==> config.mk <==
export PLATFORM = sky130hd
export DESIGN_NAME = pio_dual_port
export DESIGN_NICKNAME = d
export VERILOG_FILES = /design/src/rtl/pio_pkg.sv /design/src/rtl/pio_regsel.sv /design/src/rtl/pio_port.sv /design/src/rtl/pio_dual_port.sv
export SDC_FILE = /design/constraint.sdc
export NUM_CORES = 1
export LEC_CHECK = 0
export BUFFER_PORTS_ARGS = -buffer_cell sky130_fd_sc_hd__buf_2
export CAP_MARGIN = 20
export CORE_MARGIN = 5
export CORE_UTILIZATION = 45
export DETAILED_ROUTE_END_ITERATION = 6
export GPL_ROUTABILITY_DRIVEN = 0
export PLACE_DENSITY = 0.79
export SYNTH_ARGS = -nofsm -noshare
export SYNTH_HDL_FRONTEND = slang
export SYNTH_SLANG_ARGS = --single-unit
export TNS_END_PERCENT = 1
==> constraint.sdc <==
create_clock -name clk -period 2.6 [get_ports clk]
set_clock_uncertainty 0.15 [all_clocks]
set_input_delay 0.26 -clock clk [delete_from_list [all_inputs] [get_ports clk]]
set_output_delay 0.26 -clock clk [all_outputs]
set_load 0.05 [all_outputs]
==> src/rtl/pio_pkg.sv <==
package pio_pkg;
  // bit of a control register that steers the data-side address
  localparam int ROUTE_BIT = 2;

  typedef enum logic [1:0] {
    VIEW_PINS = 2'd0,
    VIEW_DIR  = 2'd1,
    VIEW_CTRL = 2'd2
  } view_e;
endpackage

==> src/rtl/pio_regsel.sv <==
module pio_regsel
  import pio_pkg::*;
#(
  parameter int NPORT = 2,
  localparam int IDXW = (NPORT > 1) ? $clog2(NPORT) : 1,
  localparam int SELW = IDXW + 1
) (
  input  logic              clk,
  input  logic              rst_n,
  input  logic              cs,
  input  logic              en,
  input  logic              rw,
  input  logic [SELW-1:0]   rs,
  input  logic [NPORT-1:0]  route,
  output logic [NPORT-1:0]  wr_dat,
  output logic [NPORT-1:0]  wr_dir,
  output logic [NPORT-1:0]  wr_ctl,
  output logic              rd_go,
  output logic [IDXW-1:0]   rd_idx,
  output view_e             rd_view
);
  logic            acc_go;
  logic            wr_go;
  logic            is_ctl;
  logic [IDXW-1:0] sel_idx;

  assign acc_go  = cs && en;
  assign wr_go   = acc_go && !rw;
  assign rd_go   = acc_go && rw;
  assign is_ctl  = rs[0];
  assign sel_idx = rs[SELW-1:1];
  assign rd_idx  = sel_idx;

  for (genvar p = 0; p < NPORT; p++) begin : g_strobe
    logic hit;
    assign hit       = wr_go && (sel_idx == IDXW'(p));
    assign wr_ctl[p] = hit && is_ctl;
    assign wr_dat[p] = hit && !is_ctl && route[p];
    assign wr_dir[p] = hit && !is_ctl && !route[p];
  end

  always_comb begin
    if (is_ctl)               rd_view = VIEW_CTRL;
    else if (route[sel_idx])  rd_view = VIEW_PINS;
    else                      rd_view = VIEW_DIR;
  end


  one_target_chk: assert property (@(posedge clk) disable iff (!rst_n)
    $onehot0({wr_dat, wr_dir, wr_ctl}));
endmodule

==> src/rtl/pio_port.sv <==
module pio_port
  import pio_pkg::*;
#(
  parameter int W = 8
) (
  input  logic         clk,
  input  logic         rst_n,
  input  logic         wr_dat,
  input  logic         wr_dir,
  input  logic         wr_ctl,
  input  logic [W-1:0] wdat,
  input  logic [W-1:0] pin_in,
  output logic [W-1:0] pin_out,
  output logic [W-1:0] pin_oe,
  output logic [W-1:0] view_pins,
  output logic [W-1:0] view_dir,
  output logic [W-1:0] view_ctl,
  output logic         route
);
  logic [W-1:0] lat_q;
  logic [W-1:0] dir_q;
  logic [W-1:0] ctl_q;

  // driven bits come from the latch, the rest are held at zero
  function automatic logic [W-1:0] drive_of(logic [W-1:0] lat, logic [W-1:0] dir);
    return lat & dir;
  endfunction

  // readback: latch where driven, live pin where undriven
  function automatic logic [W-1:0] merge_of(logic [W-1:0] lat, logic [W-1:0] dir,
                                            logic [W-1:0] pin);
    return (lat & dir) | (pin & ~dir);
  endfunction

  always_ff @(posedge clk or negedge rst_n) begin
    if (!rst_n) begin
      lat_q <= '0;
      dir_q <= '0;
      ctl_q <= '0;
    end else begin
      if (wr_dat) lat_q <= wdat;
      if (wr_dir) dir_q <= wdat;
      if (wr_ctl) ctl_q <= wdat;
    end
  end

  assign pin_out   = drive_of(lat_q, dir_q);
  assign pin_oe    = dir_q;
  assign view_pins = merge_of(lat_q, dir_q, pin_in);
  assign view_dir  = dir_q;
  assign view_ctl  = ctl_q;
  assign route     = ctl_q[ROUTE_BIT];


  dir_load_chk: assert property (@(posedge clk) disable iff (!rst_n)
    wr_dir |=> (dir_q == $past(wdat)) && $stable(lat_q));


  lat_load_chk: assert property (@(posedge clk) disable iff (!rst_n)
    wr_dat |=> (lat_q == $past(wdat)) && $stable(dir_q));


  idle_hold_chk: assert property (@(posedge clk) disable iff (!rst_n)
    !(wr_dat || wr_dir || wr_ctl) |=> $stable(lat_q) && $stable(dir_q) && $stable(ctl_q));


  oe_cause_chk: assert property (@(posedge clk) disable iff (!rst_n)
    !$stable(pin_oe) |-> $past(wr_dir));
endmodule

==> src/rtl/pio_dual_port.sv <==
module pio_dual_port
  import pio_pkg::*;
#(
  parameter int W = 8
) (
  input  logic         clk,
  input  logic         rst_n,
  input  logic         bus_cs,
  input  logic         bus_en,
  input  logic         bus_rw,
  input  logic [1:0]   bus_rs,
  input  logic [W-1:0] bus_wdata,
  output logic [W-1:0] bus_rdata,
  input  logic [W-1:0] pa_in,
  output logic [W-1:0] pa_out,
  output logic [W-1:0] pa_oe,
  input  logic [W-1:0] pb_in,
  output logic [W-1:0] pb_out,
  output logic [W-1:0] pb_oe
);
  localparam int NPORT = 2;
  localparam int IDXW  = 1;

  logic [NPORT-1:0] wr_dat, wr_dir, wr_ctl, route;
  logic             rd_go;
  logic [IDXW-1:0]  rd_idx;
  view_e            rd_view;

  logic [W-1:0] pin_in_v  [NPORT];
  logic [W-1:0] pin_out_v [NPORT];
  logic [W-1:0] pin_oe_v  [NPORT];
  logic [W-1:0] vpin_v    [NPORT];
  logic [W-1:0] vdir_v    [NPORT];
  logic [W-1:0] vctl_v    [NPORT];

  assign pin_in_v[0] = pa_in;
  assign pin_in_v[1] = pb_in;
  assign pa_out = pin_out_v[0];
  assign pa_oe  = pin_oe_v[0];
  assign pb_out = pin_out_v[1];
  assign pb_oe  = pin_oe_v[1];

  pio_regsel #(.NPORT(NPORT)) u_regsel (
    .clk(clk), .rst_n(rst_n),
    .cs(bus_cs), .en(bus_en), .rw(bus_rw), .rs(bus_rs),
    .route(route),
    .wr_dat(wr_dat), .wr_dir(wr_dir), .wr_ctl(wr_ctl),
    .rd_go(rd_go), .rd_idx(rd_idx), .rd_view(rd_view)
  );

  for (genvar p = 0; p < NPORT; p++) begin : g_port
    pio_port #(.W(W)) u_port (
      .clk(clk), .rst_n(rst_n),
      .wr_dat(wr_dat[p]), .wr_dir(wr_dir[p]), .wr_ctl(wr_ctl[p]),
      .wdat(bus_wdata), .pin_in(pin_in_v[p]),
      .pin_out(pin_out_v[p]), .pin_oe(pin_oe_v[p]),
      .view_pins(vpin_v[p]), .view_dir(vdir_v[p]), .view_ctl(vctl_v[p]),
      .route(route[p])
    );
  end

  always_comb begin
    bus_rdata = '0;
    if (rd_go) begin
      unique case (rd_view)
        VIEW_PINS: bus_rdata = vpin_v[rd_idx];
        VIEW_DIR:  bus_rdata = vdir_v[rd_idx];
        VIEW_CTRL: bus_rdata = vctl_v[rd_idx];
        default:   bus_rdata = '0;
      endcase
    end
  end


  port_iso_chk: assert property (@(posedge clk) disable iff (!rst_n)
    (bus_rs[1] == 1'b0) |=> $stable(pb_oe) && $stable(pb_out));
endmodule

* Word level (Yosys, flattened, before mapping) *
Cells that the tools add are included.

cells by class
  $add $sub $neg = 0
  multiply operators = 0
  div/mod/pow operators = 0
  order comparisons = 2
  eq/ne operators = 2
  shifts and indexed selects = 0
  mux-type cells = 15
  bitwise logic cells = 10
  reductions and logical operators = 18

operators by type and width
  cell                  count
  $mux W8               10
  $and A8 B8 Y8         4
  $pmux W8 S3           1
  $not A8 Y8            2
  $or A8 B8 Y8          2
  $logic_and A1 B1 Y1   13
  $logic_not A1 Y1      4
  $mux W1               3
  $eq A2 B1 Y1 const B  1
  $eq A2 B2 Y1 const B  1
  $ge A2 B2 Y1 const B  1
  $logic_not A2 Y1      1
  $lt A1 B2 Y1 const B  1
  $mux W2               1
  $not A1 Y2            1
  $not A1 Y1            1

storage, ports and cells
  bits in registers = 48
  bits in latches = 0
  RAM bits = 0
  ROM bits = 0
  input port bits = 31
  output and inout bits = 40
  logic and storage cells = 53
  memories kept = 0

* Logic depth before layout (Yosys ltp) *
  depth in word-level cells = 8
  gate-level depth with buffers = 6
  gate-level depth less buffers = 4

* Cells and area by module *
A second synthesis with hierarchy kept.

second synthesis, totals
  cells, all modules = 213
  area, all modules = 2932.8 sq um

by module, submodules not included
  module         times used  cells each  area each (sq um)  sequential area each (sq um)
  pio_port       2           76          1202.4             600.6
  pio_dual_port  1           47          407.9              0.0
  pio_regsel     1           14          120.1              0.0

* Worst setup path after synthesis *
OpenSTA, ideal clock, no wires.

  path type = register to output
  from = reg g_port[1].u_port.dir_q[2]
  to = out bus_rdata[2]
  arrival time = 3.794 ns
  required time = 2.190 ns
  setup slack = -1.604 ns
  cell stages (with the launch flop) = 5
  path buffers = 0
  cell sequence = dfrtp_1 and2_1 nand4b_1 a21oi_1 a2111oi_0

between the ends
  elaborated cells on any way between the ends = 12
  classes of those cells = mux: 8; bitwise: 4

RTL lines
  what                                        RTL line             text
  start, declared                             pio_port.sv:21       logic [W-1:0] dir_q;
  start signal, assigned                      pio_port.sv:42       if (wr_dir) dir_q <= wdat;
  $and A8 B8 Y8                               -
  named net pb_out[2]                         pio_dual_port.sv:18  output logic [W-1:0] pb_out,
  $or A8 B8 Y8                                pio_port.sv:32       return (lat & dir) | (pin & ~dir);
  $mux W8 (implied by the code) (3 in a row)  pio_dual_port.sv:66  VIEW_PINS: bus_rdata = vpin_v[rd_idx];
  $pmux W8 S3                                 pio_dual_port.sv:65  unique case (rd_view)
  $mux W8                                     pio_dual_port.sv:64  if (rd_go) begin
  end, declared                               pio_dual_port.sv:13  output logic [W-1:0] bus_rdata,

The timed path passes the listed nets, and every way through them passes these cells. The select of a mux whose other input is x is not followed.

* Final worst setup path *
  from = reg g_port[0].u_port.ctl_q[2]
  to = out bus_rdata[1]

between the ends
  word-level cells in the longest chain between the ends = 7
  elaborated cells on any way between the ends = 9
  classes of those cells = eq/ne: 2; mux: 6; reduce/logical: 1

ends and longest elaborated chain
  what                                          RTL line             text
  start, declared                               pio_port.sv:22       logic [W-1:0] ctl_q;
  start signal, assigned                        pio_port.sv:43       if (wr_ctl) ctl_q <= wdat;
  $mux W1 (implied by the code) * (2 in a row)  pio_regsel.sv:44     else if (route[sel_idx]) rd_view = VIEW_PINS;
  $mux W1 *                                     pio_regsel.sv:44
  $mux W2 *                                     pio_regsel.sv:43     if (is_ctl) rd_view = VIEW_CTRL;
  $eq A2 B2 Y1, or another cell as far along    pio_dual_port.sv:65
  $pmux W8 S3 *                                 pio_dual_port.sv:65
  $mux W8 *                                     pio_dual_port.sv:64

Every way passes the cells marked *; elsewhere a longest branch is shown, timed or not. The select of a mux whose other input is x is not followed.

==> results.md <==
* Final Max Slew Viols at 0
* HP Class: input port to flop
* Gr ovfl total at 0
* Pwr per Cell Area at 767 nW/um^2
* Avg Inst Size Synth at approximately 12 um^2
* Clock slew at reported path FFs at 90 ps
* Synth Cell Area at 2520 um^2
* Post-synthesis sequential area ratio at 0.477
* PostCTS Resize Cnt at 0
* Clk sink count at 48
* Synth top area share at 0.477
* # diodes at 0
* Final hold violations at 0
* Post-CTS Hold Fix Bufs at 1
* Warnings, synthesis at 0
* Detail Placement HPWL at ~4.3 mm
* Post-synthesis instance total at 210
* Port bufs at 70
* Critical Path Source Type: flop
* RSZ-0062 raised after global routing: no
* Drt drc at 0
* Layout Nets at about 320
* Clk root buf: clkbuf_8
* DIE HEIGHT at roughly 85 um
* CP Data Arrival Time at between 2000 and 2500 ps
* Yosys cell types at 30
* Worst Max-Slew Pin Slew at approximately 610 ps
* CP max FO at 7
* Crit. Startpoint: g_port[0].u_port.view_ctl[2]
* Fin util at 0.562
* Start point of the worst hold path: bus_wdata[1]
* Final setup fails at 0
* Antenna violations before repair at 0
* Die area at between 7000 and 8000 um^2
* Post-synth top flop: dfrtp_1
* Post-synth ARST share at 1.00
* Setup repair bufs after CTS at 0
* Starting Density at 0.460
* Core Area at roughly 5500 um^2
* Antenna viol nets, final at 0
* DR iter-0 viols at 96
* Final Non-Filler Cells at 359
* Rel. slew slack at 0.588
* CTS tree: done
* Reg-to-reg startpoint: g_port[1].u_port.view_ctl[2]
* Sequential cell area at 1200 um^2
* Final WL at between 6 and 7 mm
* Fill cells at roughly 520
* Vias/cell at between 5 and 6
* Max Clock Freq at 407 MHz
* Post-placement cell count at 350
* Status: finished clean
* Kind of critical path: flop to primary output
* Global Route Usage Sum at 0.178
* Row cnt at 27
* Footprint of the multi-input gates at around 1300 um^2
* IO Pins at ~70
* Wire length per cell at around 17 um
* CTS Buffer Depth at 2
* First-pass GRT wire length at approximately 10 mm
* Crit path time final at roughly 2500 ps
* Layout cells sized above 1 at 0.477
* Layout area overhead at 22.2%
* Vias in the first global route at roughly 2100
* Worst setup EP type: primary output
* Post-synth EDFFs at 0
* Syn nets at between 200 and 250
* DRT Pass-1 Iters at 5
* Max-cap violations at 0
* Clk Latency, worst-skew pair at approximately 300 ps
* DR vias at 1980
* H-Tree Depth at 2
* Largest net degree at the start of global routing at between 40 and 50
* Synth area leader: dfrtp_1
* Worst vdd ir at roughly 0.44 mV
* CTS buffer count at 5
* DIE WIDTH at 84.8 um
* Period utilization at 0.945
* Ranking of synthesized cells by area: dfrtp_1 (48%), mux2_2 (21%), mux2i_1 (5.6%), and2_1 (4.0%), nor2b_1 (2.2%)
* Lkg Pwr at 0.00150 uW
* Worst endpoint required time at 2190 ps
* Count of state elements after synthesis at 48
-- logic make-up after synthesis --
logic type	Yosys count	share of synthesized area
mux	62	0.270
simple gates	54	0.133
flops	48	0.477
compound gates	35	0.0949
buf+inv	11	0.0244
-- stage by stage --
step | hold WS (ps) | setup WS, ps | total power (uW) | cell area (um^2) | TNS [ps]
2_1_floorplan | -186 | -218 | 1680 | 2540 | -1500
3_3_place_gp | 232 | 506 | 1890 | 2970 | 0
3_5_place_dp | 248 | 480 | 1920 | 2970 | 0
4_1_cts | 103 | 172 | 2380 | 3080 | 0
5_1_grt | 113 | 4.41 | 2480 | 3080 | 0
6_report | 103 | 144 | 2360 | 3080 | 0
-- cell type report --
class | count | area share
timing repair buffer | 77 | 0.132
tap | 72 | 0.0293
multi-input combinational | 151 | 0.414
inverter | 3 | 0.00366
sequential | 48 | 0.391
clock buffer | 7 | 0.0281
clock inverter | 1 | 0.00244
-- power breakdown --
group | switching [uW] | internal, uW
Clock | 246 | 216
Sequential | 135 | 910
Combinational | 546 | 305
-- worst max-delay path, stage by stage, from the launching register on --
cell and delay [ps]:
dfrtp_1 360, nor2b_1 260, a21oi_1 60, or3_1 480, o21ai_0 270, buf_2 300
-- per-layer routing --
metal / part of all wire / track usage / vias to the layer above / wire length [um]
met5: 0 / 0 / - / 0
met4: 0.019 / 0.0777 / 0 / 119
met3: 0.068 / 0.0491 / 13 / 416
met2: 0.49 / 0.289 / 74 / 2980
met1: 0.42 / 0.220 / 970 / 2600
li1: - / - / 923 / -
-- state kept, by name (all words and copies together) (netlist names) --
register,flops
g_port.u_port.pin_oe,16
g_port.u_port.view_ctl,16
g_port.u_port.lat_q,16
-- final timing paths --
kind,end,slack (ps),depth (start not counted)
hold / removal,g_port[1].u_port.lat_q[1],100,2
max in group asynchronous,g_port[0].u_port.lat_q[1],1480,3
min in group asynchronous,g_port[0].u_port.lat_q[4],420,3
hold reg to reg,g_port[0].u_port.lat_q[2],350,1
setup / recovery,bus_rdata[1],140,5
setup reg to reg,g_port[1].u_port.pin_oe[3],780,4
-- Yosys cell counts (all sizes together), types with 5 or more instances --
cell	number
buf	7
nor2b	9
a211oi	5
mux2i	14
a21oi	5
mux2	48
a211o	5
nand2	13
and2	16
o21ai	9
o31ai	7
dfrtp	48
-- layout by cell type (no fill, tap or decap), drive strengths merged, types with 2 or more instances in the layout --
cell / synthesis / final
nand2b: 2 / 2
nor2b: 9 / 9
o21ai: 9 / 9
o31ai: 7 / 7
o32ai: 2 / 2
a211oi: 5 / 5
buf: 7 / 76
nor3b: 4 / 4
a21oi: 5 / 5
nand2: 13 / 13
clkbuf: 1 / 7
inv: 3 / 3
dfrtp: 48 / 48
nand3: 2 / 2
nor2: 2 / 2
and2: 16 / 16
mux2i: 14 / 14
mux2: 48 / 48
a211o: 5 / 5
No activity file was read; power rests on OpenSTA's default activity.
